===== src/rtl/fc_pkg.sv =====
`timescale 1ns/1ps
package fc_pkg;

    localparam int THR_W      = 8;
    localparam int UNIT_SHIFT = 6;

    typedef enum logic [1:0] {
        REQ_HI = 2'd0,
        REQ_LO = 2'd1,
        REQ_SW = 2'd2
    } req_kind_e;

    typedef enum logic [1:0] {
        CLS_UNI   = 2'd0,
        CLS_MULTI = 2'd1,
        CLS_BCAST = 2'd2,
        CLS_OTHER = 2'd3
    } frame_cls_e;

    typedef struct packed {
        logic [3:0]       en;
        logic [3:0]       dur;
        logic [THR_W-1:0] lo;
        logic [THR_W-1:0] hi;
    } fc_cfg_t;

    function automatic int unsigned jam_cycles(input logic [3:0] code, input int unsigned base);
        return (32'(code) + 32'd1) * base;
    endfunction

    function automatic logic cls_hit(input logic [3:0] en, input logic [1:0] cls);
        case (frame_cls_e'(cls))
            CLS_UNI:   return en[1];
            CLS_MULTI: return en[2];
            CLS_BCAST: return en[3];
            default:   return 1'b0;
        endcase
    endfunction

endpackage


===== src/rtl/fc_cfg_reg.sv =====
`timescale 1ns/1ps
module fc_cfg_reg
    import fc_pkg::*;
(
    input  logic                 clk,
    input  logic                 rst,
    input  logic                 we,
    input  logic [$bits(fc_cfg_t)-1:0] wdata,
    output fc_cfg_t              cfg
);

    always_ff @(posedge clk) begin
        if (rst) begin
            cfg <= '0;
        end else if (we) begin
            cfg <= fc_cfg_t'(wdata);
        end
    end

    a_r12_cfg_load: assert property (@(posedge clk) disable iff (rst)
        we |=> cfg == fc_cfg_t'($past(wdata)));

endmodule


===== src/rtl/fc_level_cmp.sv =====
`timescale 1ns/1ps
module fc_level_cmp
    import fc_pkg::*;
#(
    parameter int CNT_W = 16
) (
    input  logic [CNT_W-1:0] fifo_bytes,
    input  logic [THR_W-1:0] hi,
    input  logic [THR_W-1:0] lo,
    output logic             at_hi,
    output logic             below_lo
);

    logic [CNT_W-1:0] level;

    always_comb begin
        level    = fifo_bytes >> UNIT_SHIFT;
        at_hi    = level >= CNT_W'(hi);
        below_lo = level <  CNT_W'(lo);
    end

    always_comb begin
        if (lo <= hi) begin
            a_r1_hi_lo_exclusive: assert (!(at_hi && below_lo));
        end
    end

endmodule


===== src/rtl/fc_pause_ctrl.sv =====
`timescale 1ns/1ps
module fc_pause_ctrl
    import fc_pkg::*;
#(
    parameter int PT_W = 16
) (
    input  logic            clk,
    input  logic            rst,
    input  logic            en_any,
    input  logic            tx_on,
    input  logic            auto_en,
    input  logic            at_hi,
    input  logic            below_lo,
    input  logic            sw_pause,
    input  logic            ack,
    input  logic [PT_W-1:0] pt_cfg,
    output logic            pause_req,
    output logic [PT_W-1:0] pause_time
);

    logic      req_v;
    logic      armed;
    req_kind_e kind;

    always_ff @(posedge clk) begin
        if (rst) begin
            req_v <= 1'b0;
            armed <= 1'b0;
            kind  <= REQ_HI;
        end else if (!en_any) begin
            req_v <= 1'b0;
            armed <= 1'b0;
        end else if (!tx_on) begin
            req_v <= 1'b0;
        end else if (req_v) begin
            if (ack) begin
                req_v <= 1'b0;
                if (kind == REQ_HI) armed <= 1'b1;
                if (kind == REQ_LO) armed <= 1'b0;
            end
        end else if (sw_pause) begin
            req_v <= 1'b1;
            kind  <= REQ_SW;
        end else if (auto_en && !armed && at_hi) begin
            req_v <= 1'b1;
            kind  <= REQ_HI;
        end else if (auto_en && armed && below_lo) begin
            req_v <= 1'b1;
            kind  <= REQ_LO;
        end
    end

    always_comb begin
        pause_req  = req_v && tx_on && en_any;
        pause_time = (pause_req && kind != REQ_LO) ? pt_cfg : '0;
    end

    a_r2_hold_until_ack: assert property (@(posedge clk) disable iff (rst)
        req_v && !ack && tx_on && en_any |=> req_v && $stable(kind));

    a_r2_arm_on_hi_ack: assert property (@(posedge clk) disable iff (rst)
        req_v && kind == REQ_HI && ack && tx_on && en_any |=> armed);

    a_r3_disarm_on_lo_ack: assert property (@(posedge clk) disable iff (rst)
        req_v && kind == REQ_LO && ack && tx_on && en_any |=> !armed);

    a_r4_lo_needs_armed: assert property (@(posedge clk) disable iff (rst)
        req_v && kind == REQ_LO |-> armed);

    a_r10_en_off_clears: assert property (@(posedge clk) disable iff (rst)
        !en_any |=> !armed && !req_v);

    a_r11_sw_keeps_armed: assert property (@(posedge clk) disable iff (rst)
        req_v && kind == REQ_SW && ack && tx_on && en_any |=> armed == $past(armed));

endmodule


===== src/rtl/fc_jam_timer.sv =====
`timescale 1ns/1ps
module fc_jam_timer
    import fc_pkg::*;
#(
    parameter int DUR_BASE = 64
) (
    input  logic       clk,
    input  logic       rst,
    input  logic       active,
    input  logic       hit,
    input  logic [3:0] code,
    output logic       jam
);

    localparam int MAX_LEN = 16 * DUR_BASE;
    localparam int CW      = $clog2(MAX_LEN + 1);

    logic [CW-1:0] cnt;

    always_ff @(posedge clk) begin
        if (rst || !active) begin
            cnt <= '0;
        end else if (hit) begin
            cnt <= CW'(jam_cycles(code, DUR_BASE));
        end else if (cnt != '0) begin
            cnt <= cnt - 1'b1;
        end
    end

    assign jam = (cnt != '0) && active;

    a_r6_reload: assert property (@(posedge clk) disable iff (rst)
        active && hit |=> cnt == CW'(jam_cycles($past(code), DUR_BASE)));

    a_r5_count_down: assert property (@(posedge clk) disable iff (rst)
        active && !hit && cnt != '0 |=> cnt == $past(cnt) - 1'b1 || cnt == '0);

    a_r5_bounded: assert property (@(posedge clk) disable iff (rst)
        cnt <= CW'(MAX_LEN));

endmodule


===== src/rtl/fc_watermark_ctrl.sv =====
`timescale 1ns/1ps
module fc_watermark_ctrl
    import fc_pkg::*;
#(
    parameter int CNT_W    = 16,
    parameter int PT_W     = 16,
    parameter int DUR_BASE = 64
) (
    input  logic             clk,
    input  logic             rst,
    input  logic             cfg_we,
    input  logic [23:0]      cfg_wdata,
    input  logic [PT_W-1:0]  pause_time_cfg,
    input  logic [CNT_W-1:0] fifo_bytes,
    input  logic             full_duplex,
    input  logic             tx_enable,
    input  logic             frame_arrive,
    input  logic [1:0]       frame_cls,
    input  logic             sw_pause,
    input  logic             pause_ack,
    output logic             pause_req,
    output logic [PT_W-1:0]  pause_time,
    output logic             jam
);

    fc_cfg_t cfg;
    logic    at_hi;
    logic    below_lo;
    logic    en_any;
    logic    jam_active;
    logic    jam_hit;

    fc_cfg_reg u_cfg (
        .clk   (clk),
        .rst   (rst),
        .we    (cfg_we),
        .wdata (cfg_wdata),
        .cfg   (cfg)
    );

    fc_level_cmp #(.CNT_W(CNT_W)) u_cmp (
        .fifo_bytes (fifo_bytes),
        .hi         (cfg.hi),
        .lo         (cfg.lo),
        .at_hi      (at_hi),
        .below_lo   (below_lo)
    );

    always_comb begin
        en_any     = cfg.en != 4'd0;
        jam_active = en_any && tx_enable && !full_duplex;
        jam_hit    = frame_arrive && at_hi && cls_hit(cfg.en, frame_cls);
    end

    fc_pause_ctrl #(.PT_W(PT_W)) u_pause (
        .clk        (clk),
        .rst        (rst),
        .en_any     (en_any),
        .tx_on      (tx_enable),
        .auto_en    (full_duplex && cfg.en[0]),
        .at_hi      (at_hi),
        .below_lo   (below_lo),
        .sw_pause   (sw_pause),
        .ack        (pause_ack),
        .pt_cfg     (pause_time_cfg),
        .pause_req  (pause_req),
        .pause_time (pause_time)
    );

    fc_jam_timer #(.DUR_BASE(DUR_BASE)) u_jam (
        .clk    (clk),
        .rst    (rst),
        .active (jam_active),
        .hit    (jam_hit),
        .code   (cfg.dur),
        .jam    (jam)
    );

    a_r9_tx_off_quiet: assert property (@(posedge clk) disable iff (rst)
        !tx_enable |-> !pause_req && !jam);

    a_r8_no_jam_full_duplex: assert property (@(posedge clk) disable iff (rst)
        full_duplex |-> !jam);

    a_r10_en_zero_quiet: assert property (@(posedge clk) disable iff (rst)
        cfg.en == 4'd0 |-> !pause_req && !jam);

endmodule


===== config.mk =====
export PLATFORM = sky130hd
export DESIGN_NAME = fc_watermark_ctrl
export DESIGN_NICKNAME = d
export VERILOG_FILES = /design/src/rtl/fc_pkg.sv /design/src/rtl/fc_cfg_reg.sv /design/src/rtl/fc_level_cmp.sv /design/src/rtl/fc_pause_ctrl.sv /design/src/rtl/fc_jam_timer.sv /design/src/rtl/fc_watermark_ctrl.sv
export SDC_FILE = /design/constraint.sdc
export NUM_CORES = 1
export LEC_CHECK = 0
export BUFFER_PORTS_ARGS = -buffer_cell sky130_fd_sc_hd__buf_2
export CAP_MARGIN = 10
export CORE_MARGIN = 4
export CORE_UTILIZATION = 40
export CTS_BUF_LIST = sky130_fd_sc_hd__clkbuf_16
export DETAILED_ROUTE_END_ITERATION = 12
export GPL_ROUTABILITY_DRIVEN = 0
export HOLD_SLACK_MARGIN = 0.15
export PLACE_DENSITY = 0.67
export SLEW_MARGIN = 20
export SYNTH_ARGS = -nofsm -noshare
export SYNTH_HDL_FRONTEND = slang
export SYNTH_SLANG_ARGS = --single-unit
export TNS_END_PERCENT = 20

===== constraint.sdc =====
create_clock -name clk -period 2.48 [get_ports clk]
set_input_delay 0.372 -clock clk [delete_from_list [all_inputs] [get_ports clk]]
set_output_delay 0.372 -clock clk [all_outputs]
set_load 0.02 [all_outputs]

# Word level (Yosys, flattened, before mapping)
# Cells that the tools add are included.
[totals] mem_count=0 ff_bits=39 latchBits=0 romBits=0 wordCells=63 ram_bits=0 in_bits=66 out_inout_bits=18
[op_classes] div=0 n_lt_le_gt_ge=2 bitwise=3 n_shift=0 n_reduce_logical=29 n_mul=0 mux=14 add_sub_neg=2 n_eq_ne=4
[op_table] cell="two-way mux 11 bit" n=2
[op_table] cell="two-way mux 16 bit" n=1
[op_table] cell="logical AND 1 bit" n=13
[op_table] cell="nonzero test 11 bit" n=1
[op_table] cell="subtractor 11 x 1 -> 11 bit (second input constant)" n=1
[op_table] cell=">= comparator 10 x 8 -> 1 bit" n=1
[op_table] cell="< comparator 10 x 8 -> 1 bit" n=1
[op_table] cell="AND reduction 4 bit" n=2
[op_table] cell="two-way mux 1 bit" n=7
[op_table] cell="two-way mux 2 bit" n=3
[op_table] cell="adder 4 x 1 -> 5 bit (second input constant)" n=1
[op_table] cell="equality test 2 x 1 -> 1 bit (second input constant)" n=2
[op_table] cell="zero test 2 bit" n=2
[op_table] cell="nonzero test 2 bit" n=2
[op_table] cell="nonzero test 4 bit" n=1
[op_table] cell="OR reduction 2 bit" n=2
[op_table] cell="zero test 1 bit" n=3
[op_table] cell="inverter 1 bit" n=3
[op_table] cell="case mux 1 bit (3 select lines)" n=1
[op_table] cell="nonzero test 3 bit" n=1
[op_table] cell="OR reduction 3 bit" n=1
[op_table] cell="equality test 2 bit (second input constant)" n=1
[op_table] cell="!= test 2 x 1 -> 1 bit (second input constant)" n=1
[op_table] cell="logical OR 1 bit" n=1

# Longest topological paths before layout
[logic_depth] depth_word=7 mapped_depth=8 depth_no_buf=7

# Cells and area by module
# From an unflattened synthesis, not the netlist that was laid out.
[hier_totals] hier_cells=250 area_unflattened_um2=2344.7
[by_module_without_submodules] mod="fc_cfg_reg" instances=1 cells_per_inst=77 area_each_um2=869.6 seq_area_each_um2=480.5
[by_module_without_submodules] mod="fc_jam_timer" instances=1 cells_per_inst=78 area_each_um2=705.7 seq_area_each_um2=220.2
[by_module_without_submodules] mod="fc_level_cmp" instances=1 cells_per_inst=48 area_each_um2=361.6 seq_area_each_um2=0.0
[by_module_without_submodules] mod="fc_pause_ctrl" instances=1 cells_per_inst=40 area_each_um2=351.6 seq_area_each_um2=80.1
[by_module_without_submodules] mod="fc_watermark_ctrl" instances=1 cells_per_inst=7 area_each_um2=56.3 seq_area_each_um2=0.0

# Least setup slack after synthesis
# No wires, ideal clock.
[synth_timing] path_kind="flip-flop to output port" from="register, netlist name u_cfg.cfg[23]" to="output port pause_time[10]" arrival_ns=1.636 t_required_ns=2.108 stages_incl_launch_ff=6 n_path_buf=1 path_slack_ns=0.472 path_cell_list="dfxtp_1 -> o41ai_2 -> nor2_1 -> o21a_1 -> clkbuf_1 -> and2_1"
[synth_via] elab_chain_len=4
[synth_lines] element="nonzero test 4 bit" line="fc_watermark_ctrl.sv:50" text="en_any = cfg.en != 4'd0;"
[synth_lines] element="logical AND 1 bit" line="fc_pause_ctrl.sv:54" text="pause_req = req_v && tx_on && en_any;"
[synth_lines] element="net pause_req" line="fc_watermark_ctrl.sv:21" text="output logic pause_req,"
[synth_lines] element="logical AND 1 bit" line="fc_pause_ctrl.sv:55" text="pause_time = (pause_req && kind != REQ_LO) ? pt_cfg : '0;"
[synth_lines] element="two-way mux 16 bit" line="fc_pause_ctrl.sv:55"
[synth_lines] element="end: declaration" line="fc_watermark_ctrl.sv:22" text="output logic [PT_W-1:0] pause_time,"
# The timed path passes the listed nets, and every way through them passes these cells.

# Worst setup path after layout
[layout_timing] from="register u_jam.cnt[3]" to="output port jam"
[layout_via] elab_chain_len=2
[layout_lines] element="start: declaration" line="fc_jam_timer.sv:18" text="logic [CW-1:0] cnt;"
[layout_lines] element="start signal: assignment" line="fc_jam_timer.sv:24" text="cnt <= CW'(jam_cycles(code, DUR_BASE));"
[layout_lines] element="start signal: assignment" line="fc_jam_timer.sv:26" text="cnt <= cnt - 1'b1;"
[layout_lines] element="nonzero test 11 bit" line="fc_jam_timer.sv:30" text="assign jam = (cnt != '0) && active;"
[layout_lines] element="logical AND 1 bit" line="fc_jam_timer.sv:30"
[layout_lines] element="end: declaration" line="fc_watermark_ctrl.sv:23" text="output logic jam"
# Every way passes these cells.

==> results.json <==
{
  "status": "finished, final reports clean",
  "max-slew-margin-rel": 0.519,
  "ctsResizeCount": 0,
  "ioPinCount": 84,
  "period_needed_ps": 2280,
  "grt_antenna_before_repair": 0,
  "critPathArrivalTime_ps": 1910,
  "leakagePower_nw": 1.38,
  "nets": 416,
  "insertion_delay_ps": 280,
  "die_y_um": 83.0,
  "cts_hold_buf": 0,
  "initial_core_util": 0.411,
  "seq_area_um2": 781,
  "synth_edf_count": 0,
  "wl_met1_mm": 2.34,
  "min_path_cells": 3,
  "dp_hpwl_mm": 4.05,
  "root_buffer": "clkbuf_16",
  "wl_per_cell_um": 12.6,
  "first_global_vias": 1940,
  "vias": 1984,
  "cap_violations": 0,
  "layout-drive-gt1-share": 0.287,
  "irDropWorstVdd_mv": 0.400,
  "vias_per_cell": 4.89,
  "fp.coreArea_um2": 5470,
  "netlist_instances": 255,
  "ys_warn_count": 0,
  "p_clk_frac": 0.449,
  "ys_seq_elements": 39,
  "r2r_setup_slack_ps": 290,
  "internal_power_mw": 1.24,
  "fin_setup_tns_ps": 0,
  "grt_start_max_net_pins": 32,
  "cts_setup_buffers": 0,
  "dr.pass1.iters": 4,
  "ant_nets": 0,
  "area_growth_pct": 27.9,
  "syn_area_per_cell_um2": 8.82,
  "r2r_end": "u_jam.cnt[9]$_SDFFE_PP0P_",
  "row_count": 27,
  "worstPathRequired_ps": 2110,
  "dr.max_layer_used": "met4",
  "grt_first_pass_wirelength_mm": 8.66,
  "r2r_start": "u_cfg.cfg[5]$_SDFFE_PP0P_",
  "worst_pin_slew_ps": 722,
  "startpoint_type": "flip-flop",
  "ys.flop_type": "dfxtp_1",
  "cts_inserted_buffers": 5,
  "max_freq_mhz": 438,
  "cts_tree": "built",
  "cts.path.max_buffers": 2,
  "dr_wl_met3_um": 215,
  "route.met2.wl_mm": 2.49,
  "powerDensity_nw_per_um2": 563,
  "ys_seq_area_frac": 0.347,
  "whs_ps": 324,
  "multi_input_area_um2": 1360,
  "end_kind": "primary output",
  "worstHoldPathType": "input pin to flip-flop",
  "min_to": "u_cfg.cfg[2]$_SDFFE_PP0P_",
  "grt_util_all_layers": 0.148,
  "overflow": 0,
  "min_period_over_period": 0.921,
  "die-area_um2": 6890,
  "p_sw_uw": 385,
  "utilization": 0.526,
  "path_clk_slew_ps": 60,
  "power_mw": 1.62,
  "htree_levels": 2,
  "drt_iter0_drc": 56,
  "synth_nets": 338,
  "p_comb_frac": 0.134,
  "worstSetupPathType": "flip-flop to primary output",
  "rsz0062_at_grt": "false",
  "setup_violations": 0,
  "antenna_cells": 0,
  "synthArstFlopShare": 0,
  "fillers": 530,
  "wl_mm": 5.11,
  "hold_violations": 0,
  "finalClockSkew_ps": 4.99,
  "critical_path_peak_fanout": 6,
  "synthDistinctLibCells": 42,
  "die_w_um": 83.0,
  "portBuffers": 77,
  "p_seq_frac": 0.417,
  "hp-start": "cfg_wdata[2]",
  "cts.sinks": 39,
  "swShare": 0.237,
  "drc_errors": 0,
  "slew_viol_final": 0,
  "rr_worst_depth": 7,
  "synth_area_um2": 2250
}
==> power groups by stage <==
| stage | clock network [mW] | logic [mW] | registers [mW] |
|---|---|---|---|
| final | 0.728 | 0.218 | 0.675 |
| after global routing | 0.771 | 0.248 | 0.678 |
| after CTS | 0.745 | 0.219 | 0.675 |
| after detailed placement | 0 | 0.218 | 0.688 |
| after global placement | 0 | 0.213 | 0.688 |
| after floorplan | 0 | 0.136 | 0.683 |
==> synth_stat cells (2+ instances only) <==
library cell | instances | area [um2]
dfxtp_1 | 39 | 781
nor2_1 | 36 | 135
mux2i_1 | 29 | 290
inv_1 | 20 | 75.1
ha_1 | 17 | 213
and2_1 | 16 | 100
nor3_1 | 10 | 50.1
a21oi_1 | 9 | 45.0
nand2_1 | 8 | 30.0
nand3_1 | 7 | 35.0
xnor2_1 | 6 | 52.6
clkbuf_1 | 5 | 18.8
o21ai_0 | 5 | 25.0
a211oi_1 | 4 | 30.0
nand2b_1 | 4 | 25.0
xor2_1 | 4 | 35.0
buf_2 | 3 | 15.0
nor4_1 | 3 | 18.8
or3_1 | 3 | 18.8
a2111oi_0 | 2 | 17.5
a21o_1 | 2 | 15.0
nand4_1 | 2 | 12.5
o21a_1 | 2 | 15.0
==> final cells by class <==
cell class | count | area share
timing repair buffer | 80 | 0.142
inverter | 20 | 0.0261
multi-input combinational | 187 | 0.471
clock inverter | 3 | 0.0148
clock buffer | 5 | 0.0435
tap | 72 | 0.0313
sequential | 39 | 0.271
==> metal layers <==
| metal | GRT usage | vias up |
|---|---|---|
| met4 | 0.0535 | 0 |
| met3 | 0.0337 | 7 |
| met5 | 0 | - |
| li1 | - | 1035 |
| met2 | 0.250 | 41 |
| met1 | 0.183 | 901 |
==> layout by cell type, fill, tap and decap left out, drive strengths merged, types with 5 or more instances in the layout <==
cell type / Yosys / routed
mux2i: 29 / 29
nand2: 9 / 9
ha: 17 / 17
dfxtp: 39 / 39
inv: 20 / 21
nand3: 7 / 7
nor2: 36 / 36
clkbuf: 5 / 5
buf: 4 / 80
a21oi: 9 / 9
and2: 16 / 16
o21ai: 5 / 5
nor3: 12 / 12
xnor2: 6 / 6
==> state kept, by name (all words and copies together) (netlist names) <==
signal and cells:
u_jam.cnt 11, u_cfg.cfg 24, u_pause.req_v 1, u_pause.kind 2
u_pause.armed 1
==> stage by stage <==
| stage | worst slack [ps] | cells | instance area, um2 |
|---|---|---|---|
| 2_1_floorplan | 472 | 255 | 2250 |
| 3_3_place_gp | 174 | 398 | 2710 |
| 3_5_place_dp | 108 | 398 | 2710 |
| 4_1_cts | 199 | 406 | 2880 |
| 5_1_grt | 1.86 | 406 | 2880 |
| 6_report | 196 | 406 | 2880 |
==> how the worst max path moves through the flow <==
stage	from	end	slack (ps)	cells past startpoint
2_1_floorplan	u_cfg.cfg[23]$_SDFFE_PP0P_	pause_time[10]	470	5
3_3_place_gp	fifo_bytes[6]	u_jam.cnt[8]$_SDFFE_PP0P_	170	9
3_5_place_dp	fifo_bytes[6]	u_jam.cnt[7]$_SDFFE_PP0P_	110	9
4_1_cts	u_jam.cnt[3]$_SDFFE_PP0P_	jam	200	4
5_1_grt	u_cfg.cfg[5]$_SDFFE_PP0P_	u_jam.cnt[9]$_SDFFE_PP0P_	2	8
6_report	u_jam.cnt[3]$_SDFFE_PP0P_	jam	200	4
==> cell families after synthesis <==
group / count (synthesis) / synth area share
compound gates: 30 / 0.0940
xor+xnor: 10 / 0.0389
fa+ha+maj: 17 / 0.0945
buf+inv: 29 / 0.0501
flops: 39 / 0.347
mux: 30 / 0.134
simple gates: 100 / 0.241
==> worst max-delay path: stages (launching register included) <==
cell and delay (ps):
dfxtp_1 360, or4_4 620, nor4b_4 400, nor3_1 80, buf_2 170
Power figures use the tool's default switching activity.
